===== src/rtl/spi_rf_pkg.sv =====
package spi_rf_pkg;
  localparam int ADDR_W  = 7;
  localparam int DATA_W  = 8;
  localparam int FRAME_W = 1 + ADDR_W + DATA_W;

  typedef struct packed {
    logic              rd;
    logic [ADDR_W-1:0] addr;
    logic [DATA_W-1:0] data;
  } frame_t;

  typedef logic [FRAME_W-1:0] shreg_t;
endpackage


===== src/rtl/spi_rf_sync_cell.sv =====
module spi_rf_sync_cell #(
  parameter int   STAGES  = 2,
  parameter logic RST_VAL = 1'b0
) (
  input  logic clk_i,
  input  logic rst_ni,
  input  logic d_i,
  output logic q_o
);
  logic [STAGES-1:0] ff_q;

  always_ff @(posedge clk_i or negedge rst_ni) begin
    if (!rst_ni) ff_q <= {STAGES{RST_VAL}};
    else         ff_q <= {ff_q[STAGES-2:0], d_i};
  end

  assign q_o = ff_q[STAGES-1];
endmodule


===== src/rtl/spi_rf_front.sv =====
module spi_rf_front #(
  parameter int SYNC_STAGES = 2
) (
  input  logic clk_i,
  input  logic rst_ni,
  input  logic sclk_i,
  input  logic cs_ni,
  input  logic din_i,
  output logic shift_o,
  output logic fall_o,
  output logic latch_o,
  output logic bit_o
);
  localparam int NSIG = 3;
  // lane 0 = sclk, lane 1 = select (idle high), lane 2 = data
  localparam logic [NSIG-1:0] LANE_RST = 3'b010;

  logic [NSIG-1:0] raw, syn;
  logic            sclk_q, cs_q;

  assign raw = {din_i, cs_ni, sclk_i};

  for (genvar g = 0; g < NSIG; g++) begin : g_sync
    spi_rf_sync_cell #(
      .STAGES (SYNC_STAGES),
      .RST_VAL(LANE_RST[g])
    ) u_cell (
      .clk_i (clk_i),
      .rst_ni(rst_ni),
      .d_i   (raw[g]),
      .q_o   (syn[g])
    );
  end

  always_ff @(posedge clk_i or negedge rst_ni) begin
    if (!rst_ni) begin
      sclk_q <= 1'b0;
      cs_q   <= 1'b1;
    end else begin
      sclk_q <= syn[0];
      cs_q   <= syn[1];
    end
  end

  assign shift_o = syn[0] & ~sclk_q & ~syn[1];
  assign fall_o  = ~syn[0] & sclk_q & ~syn[1];
  assign latch_o = syn[1] & ~cs_q;
  assign bit_o   = syn[2];
endmodule


===== src/rtl/spi_rf_shifter.sv =====
module spi_rf_shifter
  import spi_rf_pkg::*;
(
  input  logic              clk_i,
  input  logic              rst_ni,
  input  logic              shift_i,
  input  logic              fall_i,
  input  logic              latch_i,
  input  logic              bit_i,
  input  logic              load_i,
  input  logic [DATA_W-1:0] load_byte_i,
  output shreg_t            shreg_o,
  output logic              dout_o
);
  always_ff @(posedge clk_i or negedge rst_ni) begin
    if (!rst_ni) begin
      shreg_o <= '0;
    end else if (shift_i) begin
      shreg_o <= {shreg_o[FRAME_W-2:0], bit_i};
    end else if (load_i) begin
      shreg_o[DATA_W-1:0] <= load_byte_i;
    end
  end

  // msb out on fall, and again at latch for a select that rises with sclk high
  always_ff @(posedge clk_i or negedge rst_ni) begin
    if (!rst_ni)                dout_o <= 1'b0;
    else if (fall_i || latch_i) dout_o <= shreg_o[FRAME_W-1];
  end

  a_r3_bit_enters_lsb: assert property (@(posedge clk_i) disable iff (!rst_ni)
    shift_i |=> shreg_o[0] == $past(bit_i));

  a_r7_hold_without_event: assert property (@(posedge clk_i) disable iff (!rst_ni)
    (!shift_i && !load_i) |=> $stable(shreg_o));

  a_r5_dout_quiet: assert property (@(posedge clk_i) disable iff (!rst_ni)
    (!fall_i && !latch_i) |=> $stable(dout_o));
endmodule


===== src/rtl/spi_rf_regs.sv =====
module spi_rf_regs
  import spi_rf_pkg::*;
#(
  parameter int NUM_REGS = 8
) (
  input  logic                       clk_i,
  input  logic                       rst_ni,
  input  logic                       we_i,
  input  logic [ADDR_W-1:0]          waddr_i,
  input  logic [DATA_W-1:0]          wdata_i,
  input  logic [ADDR_W-1:0]          raddr_i,
  output logic [DATA_W-1:0]          rdata_o,
  output logic [NUM_REGS*DATA_W-1:0] regs_o
);
  localparam logic [ADDR_W:0] LIMIT = (ADDR_W+1)'(NUM_REGS);

  logic [DATA_W-1:0] mem_q [NUM_REGS];

  for (genvar g = 0; g < NUM_REGS; g++) begin : g_reg
    always_ff @(posedge clk_i or negedge rst_ni) begin
      if (!rst_ni)                                mem_q[g] <= '0;
      else if (we_i && waddr_i == ADDR_W'(g))     mem_q[g] <= wdata_i;
    end
    assign regs_o[g*DATA_W +: DATA_W] = mem_q[g];

    a_r1_store_lands: assert property (@(posedge clk_i) disable iff (!rst_ni)
      (we_i && waddr_i == ADDR_W'(g)) |=> mem_q[g] == $past(wdata_i));
  end

  always_comb begin
    rdata_o = '0;
    for (int i = 0; i < NUM_REGS; i++)
      if (raddr_i == ADDR_W'(i)) rdata_o = mem_q[i];
  end

  a_r8_unmapped_store: assert property (@(posedge clk_i) disable iff (!rst_ni)
    (we_i && {1'b0, waddr_i} >= LIMIT) |=> $stable(regs_o));
endmodule


===== src/rtl/spi_rf_slave.sv =====
module spi_rf_slave
  import spi_rf_pkg::*;
#(
  parameter int NUM_REGS    = 8,
  parameter int SYNC_STAGES = 2
) (
  input  logic                       clk_i,
  input  logic                       rst_ni,
  input  logic                       sclk_i,
  input  logic                       cs_ni,
  input  logic                       din_i,
  output logic                       dout_o,
  output logic [NUM_REGS*DATA_W-1:0] regs_o
);
  logic              shift, fall, latch, sbit;
  logic              we, load;
  logic [DATA_W-1:0] rdata;
  shreg_t            shreg;
  frame_t            cmd;

  spi_rf_front #(.SYNC_STAGES(SYNC_STAGES)) u_front (
    .clk_i  (clk_i),
    .rst_ni (rst_ni),
    .sclk_i (sclk_i),
    .cs_ni  (cs_ni),
    .din_i  (din_i),
    .shift_o(shift),
    .fall_o (fall),
    .latch_o(latch),
    .bit_o  (sbit)
  );

  assign cmd  = frame_t'(shreg);
  assign we   = latch & ~cmd.rd;
  assign load = latch & cmd.rd;

  spi_rf_shifter u_shift (
    .clk_i      (clk_i),
    .rst_ni     (rst_ni),
    .shift_i    (shift),
    .fall_i     (fall),
    .latch_i    (latch),
    .bit_i      (sbit),
    .load_i     (load),
    .load_byte_i(rdata),
    .shreg_o    (shreg),
    .dout_o     (dout_o)
  );

  spi_rf_regs #(.NUM_REGS(NUM_REGS)) u_regs (
    .clk_i  (clk_i),
    .rst_ni (rst_ni),
    .we_i   (we),
    .waddr_i(cmd.addr),
    .wdata_i(cmd.data),
    .raddr_i(cmd.addr),
    .rdata_o(rdata),
    .regs_o (regs_o)
  );

  a_r4_fetch_loads_low_byte: assert property (@(posedge clk_i) disable iff (!rst_ni)
    load |=> shreg[DATA_W-1:0] == $past(rdata));

  a_r4_fetch_keeps_command: assert property (@(posedge clk_i) disable iff (!rst_ni)
    latch |=> shreg[FRAME_W-1:DATA_W] == $past(shreg[FRAME_W-1:DATA_W]));

  a_r1_no_store_on_fetch: assert property (@(posedge clk_i) disable iff (!rst_ni)
    load |=> $stable(regs_o));
endmodule


===== config.mk =====
export PLATFORM = sky130hd
export DESIGN_NAME = spi_rf_slave
export DESIGN_NICKNAME = d
export VERILOG_FILES = /design/src/rtl/spi_rf_pkg.sv /design/src/rtl/spi_rf_sync_cell.sv /design/src/rtl/spi_rf_front.sv /design/src/rtl/spi_rf_shifter.sv /design/src/rtl/spi_rf_regs.sv /design/src/rtl/spi_rf_slave.sv
export SDC_FILE = /design/constraint.sdc
export NUM_CORES = 1
export LEC_CHECK = 0
export BUFFER_PORTS_ARGS = -buffer_cell sky130_fd_sc_hd__buf_2
export CAP_MARGIN = 20
export CORE_UTILIZATION = 60
export CTS_BUF_LIST = sky130_fd_sc_hd__clkbuf_16
export DETAILED_ROUTE_END_ITERATION = 10
export GPL_TIMING_DRIVEN = 0
export PLACE_DENSITY = 0.84
export SLEW_MARGIN = 20
export SYNTH_ARGS = -nofsm -noshare
export SYNTH_HDL_FRONTEND = slang
export SYNTH_HIERARCHICAL = 1
export SYNTH_SLANG_ARGS = --single-unit

===== constraint.sdc =====
create_clock -name clk_i -period 3.5 [get_ports clk_i]
set_clock_uncertainty 0.05 [all_clocks]
set_input_delay 0.175 -clock clk_i [delete_from_list [all_inputs] [get_ports clk_i]]
set_output_delay 0.175 -clock clk_i [all_outputs]
set_load 0.05 [all_outputs]

==> results of run 1 <==
layout make-up:
cell class	instances	area, um^2
plain buffers	11	71.32
fillers	413	1548
clock buffers	9	225.2
well taps	77	96.34
clock inverters	6	75.07
multi-input cells	188	1797
flip-flops and latches	89	2231
repair buffers	74	415.4
synthesized netlist by cell type, drive strengths merged:
library cell / number
dfrtp: 86
mux2: 83
nor2: 23
mux2i: 16
nand2: 11
a22oi: 10
buf: 9
o21ai: 8
mux4: 6
o22ai: 5
o2bb2ai: 5
nor3b: 4
dfstp: 3
nor2b: 3
clkbuf: 2
nand3: 2
nand4b: 2
nor3: 2
and2: 1
and2b: 1
and4bb: 1
nand3b: 1
nand4: 1
nor4: 1
or3: 1
or4: 1
flip-flops by register name, summed over array words and instances, names as in the netlist:
| signal | flops |
|---|---|
| u_front/sclk_q | 1 |
| u_shift/dout_o | 1 |
| u_regs/regs_o | 64 |
| u_front/g_sync.u_cell/ff_q | 6 |
| u_shift/shreg_o | 16 |
| u_front/cs_q | 1 |
per-stage QoR:
stage               instances  setup WS (ns)
floorplan                 288          1.571
global placement          434          1.243
detailed placement        435          1.145
CTS                       454          1.121
global route              454         0.8585
finish                    454          1.028
cells by family (layout without fill, tap and decap cells):
group / count (synthesis) / count (layout)
buffers and inverters: 11 / 100
AND/OR/NAND/NOR: 55 / 55
flip-flops: 89 / 89
multiplexers: 105 / 105
AO/OA/AOI/OAI: 28 / 28
where the power goes:
part           total (uW)  internal (uW)  switching, uW
logic                 457            164            293
clock network         975            611            364
registers            1190           1090           94.8
worst max-delay path, cell delays in order, from the launching register on:
cell	delay, ns
dfrtp_1	0.48
buf_2	0.37
buf_2	0.32
buf_2	0.29
o2bb2ai_1	0.10
a22oi_1	0.34
o22ai_1	0.15
mux2i_1	0.15
o21ai_0	0.09
worst max-delay path by stage:
stage | cells past startpoint | slack (ns) | from | endpoint
after floorplan | 5 | 1.57 | u_front/g_sync[1].u_cell/ff_q[1] | u_regs/regs_o[48]
after global placement | 8 | 1.24 | u_shift/shreg_o[8] | u_shift/shreg_o[7]
after detailed placement | 5 | 1.15 | u_front/g_sync[1].u_cell/ff_q[1] | u_regs/regs_o[55]
after CTS | 8 | 1.12 | u_shift/shreg_o[8] | u_shift/shreg_o[7]
after global routing | 8 | 0.86 | u_shift/shreg_o[8] | u_shift/shreg_o[7]
final | 8 | 1.03 | u_shift/shreg_o[8] | u_shift/shreg_o[7]
what timing repair did:
action                    4_1_cts  5_1_grt
hold endpoints to repair       34        0
setup buffers                   0        0
hold buffers                    4        0
metal layers:
metal  wire, um  vias up
li1           -     1236
met3        522       16
met2       4524      110
met4        195        0
met5          0        -
met1       4022     1382
==> metrics.md, run 1 <==
| Metric | Value |
|---|---|
| RR Endpoint | u_shift/shreg_o[7] |
| Top cell type's share of synthesized area | 0.5250 |
| Least-Margin Pin Slew | 0.6712 ns |
| Post-synthesis cell type count | 37 |
| IO Port Bufs | 69 |
| Setup TNS | 0 ns |
| Xor/xnor cell area share of the yosys netlist | 0 |
| Commonest non-fill, non-tap cell in the layout | dfrtp_1 |
| GPL Wtd Cong | 0.8291 |
| Fmax | 0.4045 GHz |
| Largest family of logic cells by synthesized area | multiplexers |
| Crit path launch type | flip-flop |
| Most frequent cells in the layout | dfrtp_1, mux2_2, buf_2 |
| DRT antenna net count | 0 |
| Peak VDD IR | 314.9 uV |
| CTS sink count | 89 |
| Post-synthesis simple-gate area fraction | 0.08822 |
| Slew margin rel. | 0.5525 |
| Routed vias | 2744 |
| Final hold violations | 0 |
| CTS tree | done |
| DRT Wirelength | 9264 um |
| Design area | 0.004911 mm^2 |
| Pwr/cell area | 533.7 mW/mm^2 |
| Core box area | 0.006459 mm^2 |
| Sequential area share after synthesis | 0.5443 |
| Max Cap Viol | 0 |
| Grt met2 use | 0.4361 |
| DR vias/cell | 6.044 |
| Worst R2R Start | u_shift/shreg_o[8] |
| Worst setup EP type | flip-flop |
| GR Util met3 | 0.06293 |
| Cells after Synth | 288 |
| Gr usage total | 0.2745 |
| Crit-path max FO | 10 |
| Routed length per placed instance | 20.41 um |
| Initial antenna violation count | 0 |
| CTS Buf Count | 9 |
| Cell Rows | 29 |
| # nets final | 378 |
| Arrival @ worst endpoint | 2.63 ns |
| Root buffer cell | clkbuf_16 |
| Cell Area, Placed | 0.004571 mm^2 |
| Share of layout cells above drive strength 1 | 0.5172 |
| Leak | 0.002497 uW |
| Detail Placement HPWL | 5960 um |
| Initial drt markers | 205 |
| Tmin final | 2.472 ns |
| IO Pins | 70 |
| Critical path class | flip-flop to flip-flop |
| Final setup fails | 0 |
| Vias in the first global route | 2766 |
| Required time of the critical path | 3.66 ns |
| Mapped Nets | 293 |
| Worst hold slack | 0.2762 ns |
| Outcome | finished, final reports clean |
| Count of state elements after synthesis | 89 |
| Area Overhead vs Synth | 19.81% |
| Met1 Usage GRT | 0.3685 |
| R2R setup slack | 1.03 ns |
| Final core area utilization | 0.7604 |
| R2R cell count | 8 |
| Post-route DRC | 0 |
| # resized after CTS | 0 |
| Chip width | 84.66 um |
| Synth top area cells | dfrtp_1, mux2_2, mux2i_1, mux4_2, dfstp_2 |
| RSZ-0062 raised after global routing | no |
| Number of warnings issued by yosys | 6 |
| Syn Area/Cell | 14.23 um^2 |
| Period utilization | 0.7063 |
| Reg clk slew, reported paths | 0.06 ns |
| H-tree levels | 3 |
| Hold Path Class | primary input to asynchronous set/reset pin |
| Complex-gate fraction of the synthesized area | 0.04640 |
| Adder-Cell Fraction of Synth Area | 0 |
| Die footprint | 0.007166 mm^2 |
| Die Y | 84.66 um |
| Initial DRT Pass Iterations | 7 |
| Slew Viols, Final | 0 |
| Tot Pwr | 2621 uW |
| Largest net degree at the start of global routing | 59 |
| Number of diodes | 0 |
| Clk buf depth | 2 |
| Gr ovfl total | 0 |
| Syn Std Cell Area | 0.004099 mm^2 |
| First-pass GRT wire length | 14630 um |
| Mux contribution to synthesized area | 0.3037 |
| Yosys top cell by area | dfrtp_1 |
| Starting Density | 0.6346 |
| Gr busiest metal | met2 |
| Clock insertion delay at the later pin of the skew report | 0.33 ns |
Power figures use the tool's default switching activity.
==> run 2: changes to the inputs <==
--- a/config.mk
+++ b/config.mk
@@ -7,11 +7,11 @@
 export LEC_CHECK = 0
 export BUFFER_PORTS_ARGS = -buffer_cell sky130_fd_sc_hd__buf_2
 export CAP_MARGIN = 20
-export CORE_UTILIZATION = 60
+export CORE_UTILIZATION = 56
 export CTS_BUF_LIST = sky130_fd_sc_hd__clkbuf_16
 export DETAILED_ROUTE_END_ITERATION = 10
 export GPL_TIMING_DRIVEN = 0
-export PLACE_DENSITY = 0.84
+export PLACE_DENSITY = 0.8
 export SLEW_MARGIN = 20
 export SYNTH_ARGS = -nofsm -noshare
 export SYNTH_HDL_FRONTEND = slang
==> constraint.sdc (replaced) <==
create_clock -name clk_i -period 2.5 [get_ports clk_i]
set_clock_uncertainty 0.05 [all_clocks]
set_input_delay 0.125 -clock clk_i [delete_from_list [all_inputs] [get_ports clk_i]]
set_output_delay 0.125 -clock clk_i [all_outputs]
set_load 0.05 [all_outputs]
==> metrics.md, run 2 (synthesized netlist as in run 1, its figures left out) <==
| Metric | Value |
|---|---|
| Outcome | finished, final reports clean (unchanged) |
| Worst setup EP type | flip-flop (unchanged) |
| Hold Path Class | primary input to asynchronous set/reset pin (unchanged) |
| Final setup fails | 0 (unchanged) |
| Slew margin rel. | 0.5637 (was 0.5525) |
| Met1 Usage GRT | 0.3625 (was 0.3685) |
| Initial DRT Pass Iterations | 4 (was 7) |
| Design area | 0.004881 mm^2 (was 0.004911 mm^2) |
| IO Port Bufs | 69 (unchanged) |
| Leak | 0.002474 uW (was 0.002497 uW) |
| Final hold violations | 0 (unchanged) |
| # nets final | 378 (unchanged) |
| Vias in the first global route | 2817 (was 2766) |
| Slowest cell on crit path | dfstp_2 (was dfrtp_1) |
| Share of layout cells above drive strength 1 | 0.5173 (was 0.5172) |
| Gr usage total | 0.2711 (was 0.2745) |
| DRT antenna net count | 0 (unchanged) |
| RR Endpoint | u_regs/regs_o[37] (was u_shift/shreg_o[7]) |
| Detail Placement HPWL | 6291 um (was 5960 um) |
| Critical path class | flip-flop to flip-flop (unchanged) |
| DR vias/cell | 5.877 (was 6.044) |
| Gr busiest metal | met2 (unchanged) |
| Clock insertion delay at the later pin of the skew report | 0.33 ns (about the same) |
| Tot Pwr | 3445 uW (was 2621 uW) |
| RSZ-0062 raised after global routing | yes (was no) |
| Die Y | 87.56 um (was 84.66 um) |
| Routed length per placed instance | 19.89 um (was 20.41 um) |
| Crit-path max cell delay | 0.55 ns (was 0.48 ns) |
| IO Pins | 70 (unchanged) |
| Setup repair bufs after CTS | 0 (unchanged) |
| Grt met2 use | 0.4339 (was 0.4361) |
| Arrival @ worst endpoint | 2.50 ns (was 2.63 ns) |
| Final core area utilization | 0.7029 (was 0.7604) |
| Required time of the critical path | 2.66 ns (was 3.66 ns) |
| Cell Area, Placed | 0.004594 mm^2 (was 0.004571 mm^2) |
| Crit. Startpoint | u_front/g_sync[1].u_cell/ff_q[1] (was u_shift/shreg_o[8]) |
| Crit path launch type | flip-flop (unchanged) |
| CTS sink count | 89 (unchanged) |
| Clk buf depth | 2 (unchanged) |
| Root buffer cell | clkbuf_16 (unchanged) |
| CTS Buf Count | 9 (unchanged) |
| Pwr/cell area | 705.9 mW/mm^2 (was 533.7 mW/mm^2) |
| Chip width | 87.56 um (was 84.66 um) |
| Number of diodes | 0 (unchanged) |
| Post-route DRC | 0 (unchanged) |
| First-pass GRT wire length | 14980 um (was 14630 um) |
| Least-Margin Pin Slew | 0.6545 ns (was 0.6712 ns) |
| Reg clk slew, reported paths | 0.06 ns (about the same) |
| Initial antenna violation count | 0 (unchanged) |
| Cell family with most CP delay | simple AND/OR/NAND/NOR gates (was buffers and inverters) |
| Most frequent cells in the layout | dfrtp_1, mux2_2, buf_2 (unchanged) |
| Max reg flops | 64 (unchanged) |
| Period utilization | 0.9376 (was 0.7063) |
| Core box area | 0.006944 mm^2 (was 0.006459 mm^2) |
| Area Overhead vs Synth | 19.08% (was 19.81%) |
| Crit-path max FO | 8 (was 10) |
| Crit path cell chain | nor2b_1 -> and2b_2 -> nor3b_2 -> nand4b_2 -> mux2_2 (was buf_2 -> buf_2 -> buf_2 -> o2bb2ai_1 -> a22oi_1 -> o22ai_1 -> mux2i_1 -> o21ai_0) |
| CTS tree | done (unchanged) |
| R2R setup slack | 0.16 ns (was 1.03 ns) |
| Slew Viols, Final | 0 (unchanged) |
| Commonest non-fill, non-tap cell in the layout | dfrtp_1 (unchanged) |
| GPL Wtd Cong | 0.8137 (was 0.8291) |
| Starting Density | 0.5903 (was 0.6346) |
| Worst hold slack | 0.2895 ns (was 0.2762 ns) |
| # fillers | 497 (was 413) |
| Fmax | 0.4266 GHz (was 0.4045 GHz) |
| Buf+Inv Stages, Crit Path | 0 (was 3) |
| Initial drt markers | 184 (was 205) |
| Cell Rows | 30 (was 29) |
| Die footprint | 0.007666 mm^2 (was 0.007166 mm^2) |
| H-tree levels | 3 (unchanged) |
| Worst R2R Start | u_front/g_sync[1].u_cell/ff_q[1] (was u_shift/shreg_o[8]) |
| Max Cap Viol | 0 (unchanged) |
| Tmin final | 2.344 ns (was 2.472 ns) |
| GR Util met3 | 0.04807 (was 0.06293) |
| Largest net degree at the start of global routing | 48 (was 59) |
| Gr ovfl total | 0 (unchanged) |
| Peak VDD IR | 344.9 uV (was 314.9 uV) |
| R2R cell count | 5 (was 8) |
| DRT Wirelength | 9368 um (was 9264 um) |
| Final WS setup | 0.1561 ns (was 1.028 ns) |
| Routed vias | 2768 (was 2744) |
| Setup Slack @ Placement | 0.1743 ns (was 1.145 ns) |
run 2: cell types whose count changed in the layout (fill, tap and decap cells not counted):
cell       change
inv_1          +1
bufinv_16      -2
clkinv_1       -2
clkinv_2       +1
clkbuf_4       +2
buf_2          -2
run 2: where the power goes:
| part | total (uW) | internal [uW] | switching [uW] |
|---|---|---|---|
| clock | 1130 | 643 | 491 |
| sequential | 1670 | 1530 | 134 |
| combinational | 645 | 231 | 414 |
| total | 3450 | 2410 | 1040 |
run 2: through the flow:
| step | std cells | setup TNS, ns |
|---|---|---|
| 6_report | 471 | 0 |
| 5_1_grt | 471 | -0.1440 |
| 4_1_cts | 471 | 0 |
| 3_5_place_dp | 454 | 0 |
| 3_3_place_gp | 453 | 0 |
| 2_1_floorplan | 288 | 0 |
run 2: layout make-up:
class	instances	area [um^2]	area share
tap	96	120.1	0.02461
multi-input combinational	188	1797	0.3681
sequential	89	2231	0.4571
clock inverter	4	16.27	0.003332
clock buffer	9	225.2	0.04614
timing repair buffer	74	415.4	0.08511
buffer	11	76.32	0.01564
run 2: metal layers:
layer / up-vias / wire length [um]
li1: 1233 / -
met1: 1405 / 4051
met2: 113 / 4618
met3: 17 / 543
met4: 0 / 155
met5: - / 0
run 2: worst max path at each step:
stage                                     to  slack, ns  cells past startpoint
final                      u_regs/regs_o[37]       0.16                      5
after floorplan            u_regs/regs_o[48]       0.57                      5
after global routing       u_regs/regs_o[37]      -0.03                      5
after detailed placement  u_shift/shreg_o[0]       0.17                      8
after global placement    u_shift/shreg_o[7]       0.24                      8
after CTS                 u_shift/shreg_o[0]       0.15                      8
run 2: timing repair:
| action | CTS | global route |
|---|---|---|
| hold buffers | 4 | 0 |
| setup endpoints to repair | 0 | 13 |
| endpoints found under the hold margin | 42 | 0 |
| gates resized for setup | 0 | 2 |
==> run 3: changes to the inputs <==
--- a/config.mk
+++ b/config.mk
@@ -7,13 +7,11 @@
 export LEC_CHECK = 0
 export BUFFER_PORTS_ARGS = -buffer_cell sky130_fd_sc_hd__buf_2
 export CAP_MARGIN = 20
-export CORE_UTILIZATION = 56
+export CORE_UTILIZATION = 45
 export CTS_BUF_LIST = sky130_fd_sc_hd__clkbuf_16
 export DETAILED_ROUTE_END_ITERATION = 10
 export GPL_TIMING_DRIVEN = 0
-export PLACE_DENSITY = 0.8
-export SLEW_MARGIN = 20
+export PLACE_DENSITY = 0.66
 export SYNTH_ARGS = -nofsm -noshare
 export SYNTH_HDL_FRONTEND = slang
-export SYNTH_HIERARCHICAL = 1
 export SYNTH_SLANG_ARGS = --single-unit
==> metrics.md, run 3 <==
| Metric | Value |
|---|---|
| Required time of the critical path | 2.68 ns (was 2.66 ns) |
| Initial drt markers | 81 (was 184) |
| Fmax | 0.4288 GHz (was 0.4266 GHz) |
| Slowest cell on crit path | dfstp_2 (unchanged) |
| First-pass GRT wire length | 15200 um (was 14980 um) |
| Leak | 0.002288 uW (was 0.002474 uW) |
| Commonest non-fill, non-tap cell in the layout | dfrtp_1 (unchanged) |
| Share of layout cells above drive strength 1 | 0.4582 (was 0.5173) |
| Die footprint | 0.009480 mm^2 (was 0.007666 mm^2) |
| CTS tree | done (unchanged) |
| DR vias/cell | 5.573 (was 5.877) |
| Setup repair bufs after CTS | 0 (unchanged) |
| IO Port Bufs | 69 (unchanged) |
| Number of warnings issued by yosys | 0 (was 6) |
| Mapped Nets | 310 (was 293) |
| Top cell type's share of synthesized area | 0.5258 (was 0.5250) |
| Arrival @ worst endpoint | 2.51 ns (was 2.50 ns) |
| Root buffer cell | clkbuf_16 (unchanged) |
| Crit-path max FO | 8 (unchanged) |
| Reg clk slew, reported paths | 0.07 ns (was 0.06 ns) |
| DRT Wirelength | 9374 um (was 9368 um) |
| Number of diodes | 0 (unchanged) |
| Post-route DRC | 0 (unchanged) |
| Post-synthesis cell type count | 46 (was 37) |
| Vias in the first global route | 2809 (was 2817) |
| P_sw | 3404 uW (was 1038 uW) |
| Crit path launch type | flip-flop (unchanged) |
| # nets final | 395 (was 378) |
| Hold Path Class | primary input to asynchronous set/reset pin (unchanged) |
| GPL Wtd Cong | 0.7886 (was 0.8137) |
| Post-synth top cells | dfrtp_1, mux2_2, nand2_1 (was dfrtp_1, mux2_2, nor2_1) |
| RSZ-0062 raised after global routing | no (was yes) |
| Routed vias | 2803 (was 2768) |
| DRT antenna net count | 0 (unchanged) |
| P_int | 3895 uW (was 2407 uW) |
| Largest net degree at the start of global routing | 53 (was 48) |
| Least-Margin Pin Slew | 0.6831 ns (was 0.6545 ns) |
| Chip width | 97.37 um (was 87.56 um) |
| Final hold violations | 0 (unchanged) |
| Tmin final | 2.332 ns (was 2.344 ns) |
| Clock network power share | 0.202 (was 0.329) |
| Routed length per placed instance | 18.64 um (was 19.89 um) |
| Cells after Synth | 305 (was 288) |
| Gr usage total | 0.2081 (was 0.2711) |
| Sequential Power Share | 0.319 (was 0.484) |
| Initial DRT Pass Iterations | 4 (unchanged) |
| Area Overhead vs Synth | 21.40% (was 19.08%) |
| Yosys top cell by area | dfrtp_1 (unchanged) |
| Peak VDD IR | 1084 uV (was 344.9 uV) |
| Worst setup EP type | flip-flop (unchanged) |
| Post-synth EDFFs | 0 (unchanged) |
| Crit-path max cell delay | 0.59 ns (was 0.55 ns) |
| Pwr/cell area | 1469 mW/mm^2 (was 705.9 mW/mm^2) |
| IO Pins | 70 (unchanged) |
| Clock insertion delay at the later pin of the skew report | 0.34 ns (was 0.33 ns) |
| Sw frac | 0.4663 (was 0.3013) |
| Predominant post-synthesis flop cell | dfrtp_1 (unchanged) |
| Max reg flops | 64 (unchanged) |
| Clk buf depth | 2 (unchanged) |
| Comb pwr share | 0.479 (was 0.187) |
| Fraction of registers with async set/reset | 1.000 (unchanged) |
| Syn Area/Cell | 13.42 um^2 (was 14.23 um^2) |
| Tot Pwr | 7299 uW (was 3445 uW) |
| Setup TNS | 0 ns (unchanged) |
| Detail Placement HPWL | 6560 um (was 6291 um) |
| H-tree levels | 3 (unchanged) |
| Cell family with most CP delay | simple AND/OR/NAND/NOR gates (unchanged) |
| Initial antenna violation count | 0 (unchanged) |
| Slew margin rel. | 0.5446 (was 0.5637) |
| Slew Viols, Final | 0 (unchanged) |
| Core box area | 0.008763 mm^2 (was 0.006944 mm^2) |
| Most frequent cells in the layout | dfrtp_1, buf_2, mux2_2 (was dfrtp_1, mux2_2, buf_2) |
| Top-count cell post-synth | dfrtp_1 (unchanged) |
| Cell Rows | 34 (was 30) |
| Sequential area share after synthesis | 0.5451 (was 0.5443) |
| Count of state elements after synthesis | 89 (unchanged) |
| Outcome | finished, final reports clean (unchanged) |
| Critical path class | flip-flop to flip-flop (unchanged) |
| Die Y | 97.37 um (was 87.56 um) |
| Buf+Inv Stages, Crit Path | 0 (unchanged) |
| Synth top area cells | dfrtp_1, mux2_2, mux4_2, nand2_1, dfstp_2 (was dfrtp_1, mux2_2, mux2i_1, mux4_2, dfstp_2) |
| Period utilization | 0.9328 (was 0.9376) |
| Syn Std Cell Area | 0.004093 mm^2 (was 0.004099 mm^2) |
| Gr ovfl total | 0 (unchanged) |
| Final setup fails | 0 (unchanged) |
| Crit path cell chain | nor3b_4 -> nand3_4 -> nor2_2 -> mux2_2 (was nor2b_1 -> and2b_2 -> nor3b_2 -> nand4b_2 -> mux2_2) |
| CTS Buf Count | 9 (unchanged) |
| Starting Density | 0.4670 (was 0.5903) |
| Max Cap Viol | 0 (unchanged) |
| CTS sink count | 89 (unchanged) |
-- run 3: changes by cell type in the layout (fill, tap and decap cells not counted), moves of 4 or more --
cell | before | now
a21oi_1 | 0 | 13
a22oi_1 | 10 | 1
buf_1 | 0 | 10
clkbuf_1 | 2 | 7
mux2_2 | 75 | 65
mux2_4 | 4 | 0
mux2i_1 | 16 | 5
nand2_1 | 11 | 22
nand2b_1 | 0 | 4
nor2_1 | 20 | 8
o2bb2ai_1 | 5 | 9
o31a_1 | 0 | 4
-- run 3: layout make-up --
class	count	area [um^2]
buffer	23	102.6
clock buffer	9	225.2
clock inverter	7	100.1
fill	778	3795
inverter	3	11.26
multi-input combinational	190	1748
sequential	89	2231
tap	108	135.1
timing repair buffer	74	415.4
-- run 3: cells by family after synthesis --
family / Yosys count / synth area share
compound gates: 50 / 0.08316
buf+inv: 26 / 0.02782
flops: 89 / 0.5451
mux: 79 / 0.2378
simple gates: 61 / 0.1061
-- run 3: worst reg2reg max path, cell delays in order (launching register included) --
cell and delay (ns):
dfstp_2 0.59, nor3b_4 0.52, nand3_4 0.19, nor2_2 0.47
mux2_2 0.40
-- run 3: path summary, 6_finish.rpt --
path                                                   from                               end  slack [ns]  depth (start not counted)
setup / recovery           u_front.g_sync[1].u_cell.ff_q[1]                 u_regs.regs_o[16]        0.17                          4
hold / removal                                       rst_ni                 u_regs.regs_o[45]        0.25                          2
setup reg to reg           u_front.g_sync[1].u_cell.ff_q[1]                 u_regs.regs_o[16]        0.17                          4
hold reg to reg            u_front.g_sync[2].u_cell.ff_q[0]  u_front.g_sync[2].u_cell.ff_q[1]        0.30                          0
max in group asynchronous                            rst_ni                      u_front.cs_q        1.49                          3
min in group clk_i         u_front.g_sync[2].u_cell.ff_q[0]  u_front.g_sync[2].u_cell.ff_q[1]        0.30                          0
-- run 3: power by group through the flow --
stage	combinational (uW)	clock [uW]	sequential [uW]
CTS	3510	1500	2330
detailed placement	3500	0	2350
global route	3680	1550	2400
finish	3500	1480	2330
floorplan	1170	0	3830
global placement	3470	0	2330
-- run 3: stage by stage --
stage               std cells  utilization  setup slack [ns]  hold WS, ns  area, um^2
global placement          482       0.5218            0.1778       0.1836        4573
finish                    503       0.5670            0.1679       0.2530        4969
detailed placement        483       0.5253            0.1814      0.08329        4603
CTS                       503       0.5670            0.1639       0.2704        4969
global route              503       0.5670           0.03501       0.3026        4969
floorplan                 305            -            0.5249      -0.2206        4093
-- run 3: repair_timing --
action / in CTS / in global routing
gates resized for setup: 0 / 0
endpoints found under the hold margin: 39 / 0
hold buffers: 4 / 0
-- run 3: metal layers --
layer	part of all wire	track usage	vias up	routed length [um]
li1	-	-	1295	-
met1	0.46	0.2938	1418	4328
met2	0.46	0.3147	81	4312
met3	0.068	0.06187	9	640
met4	0.0099	0.05430	0	93
met5	0	0	-	0
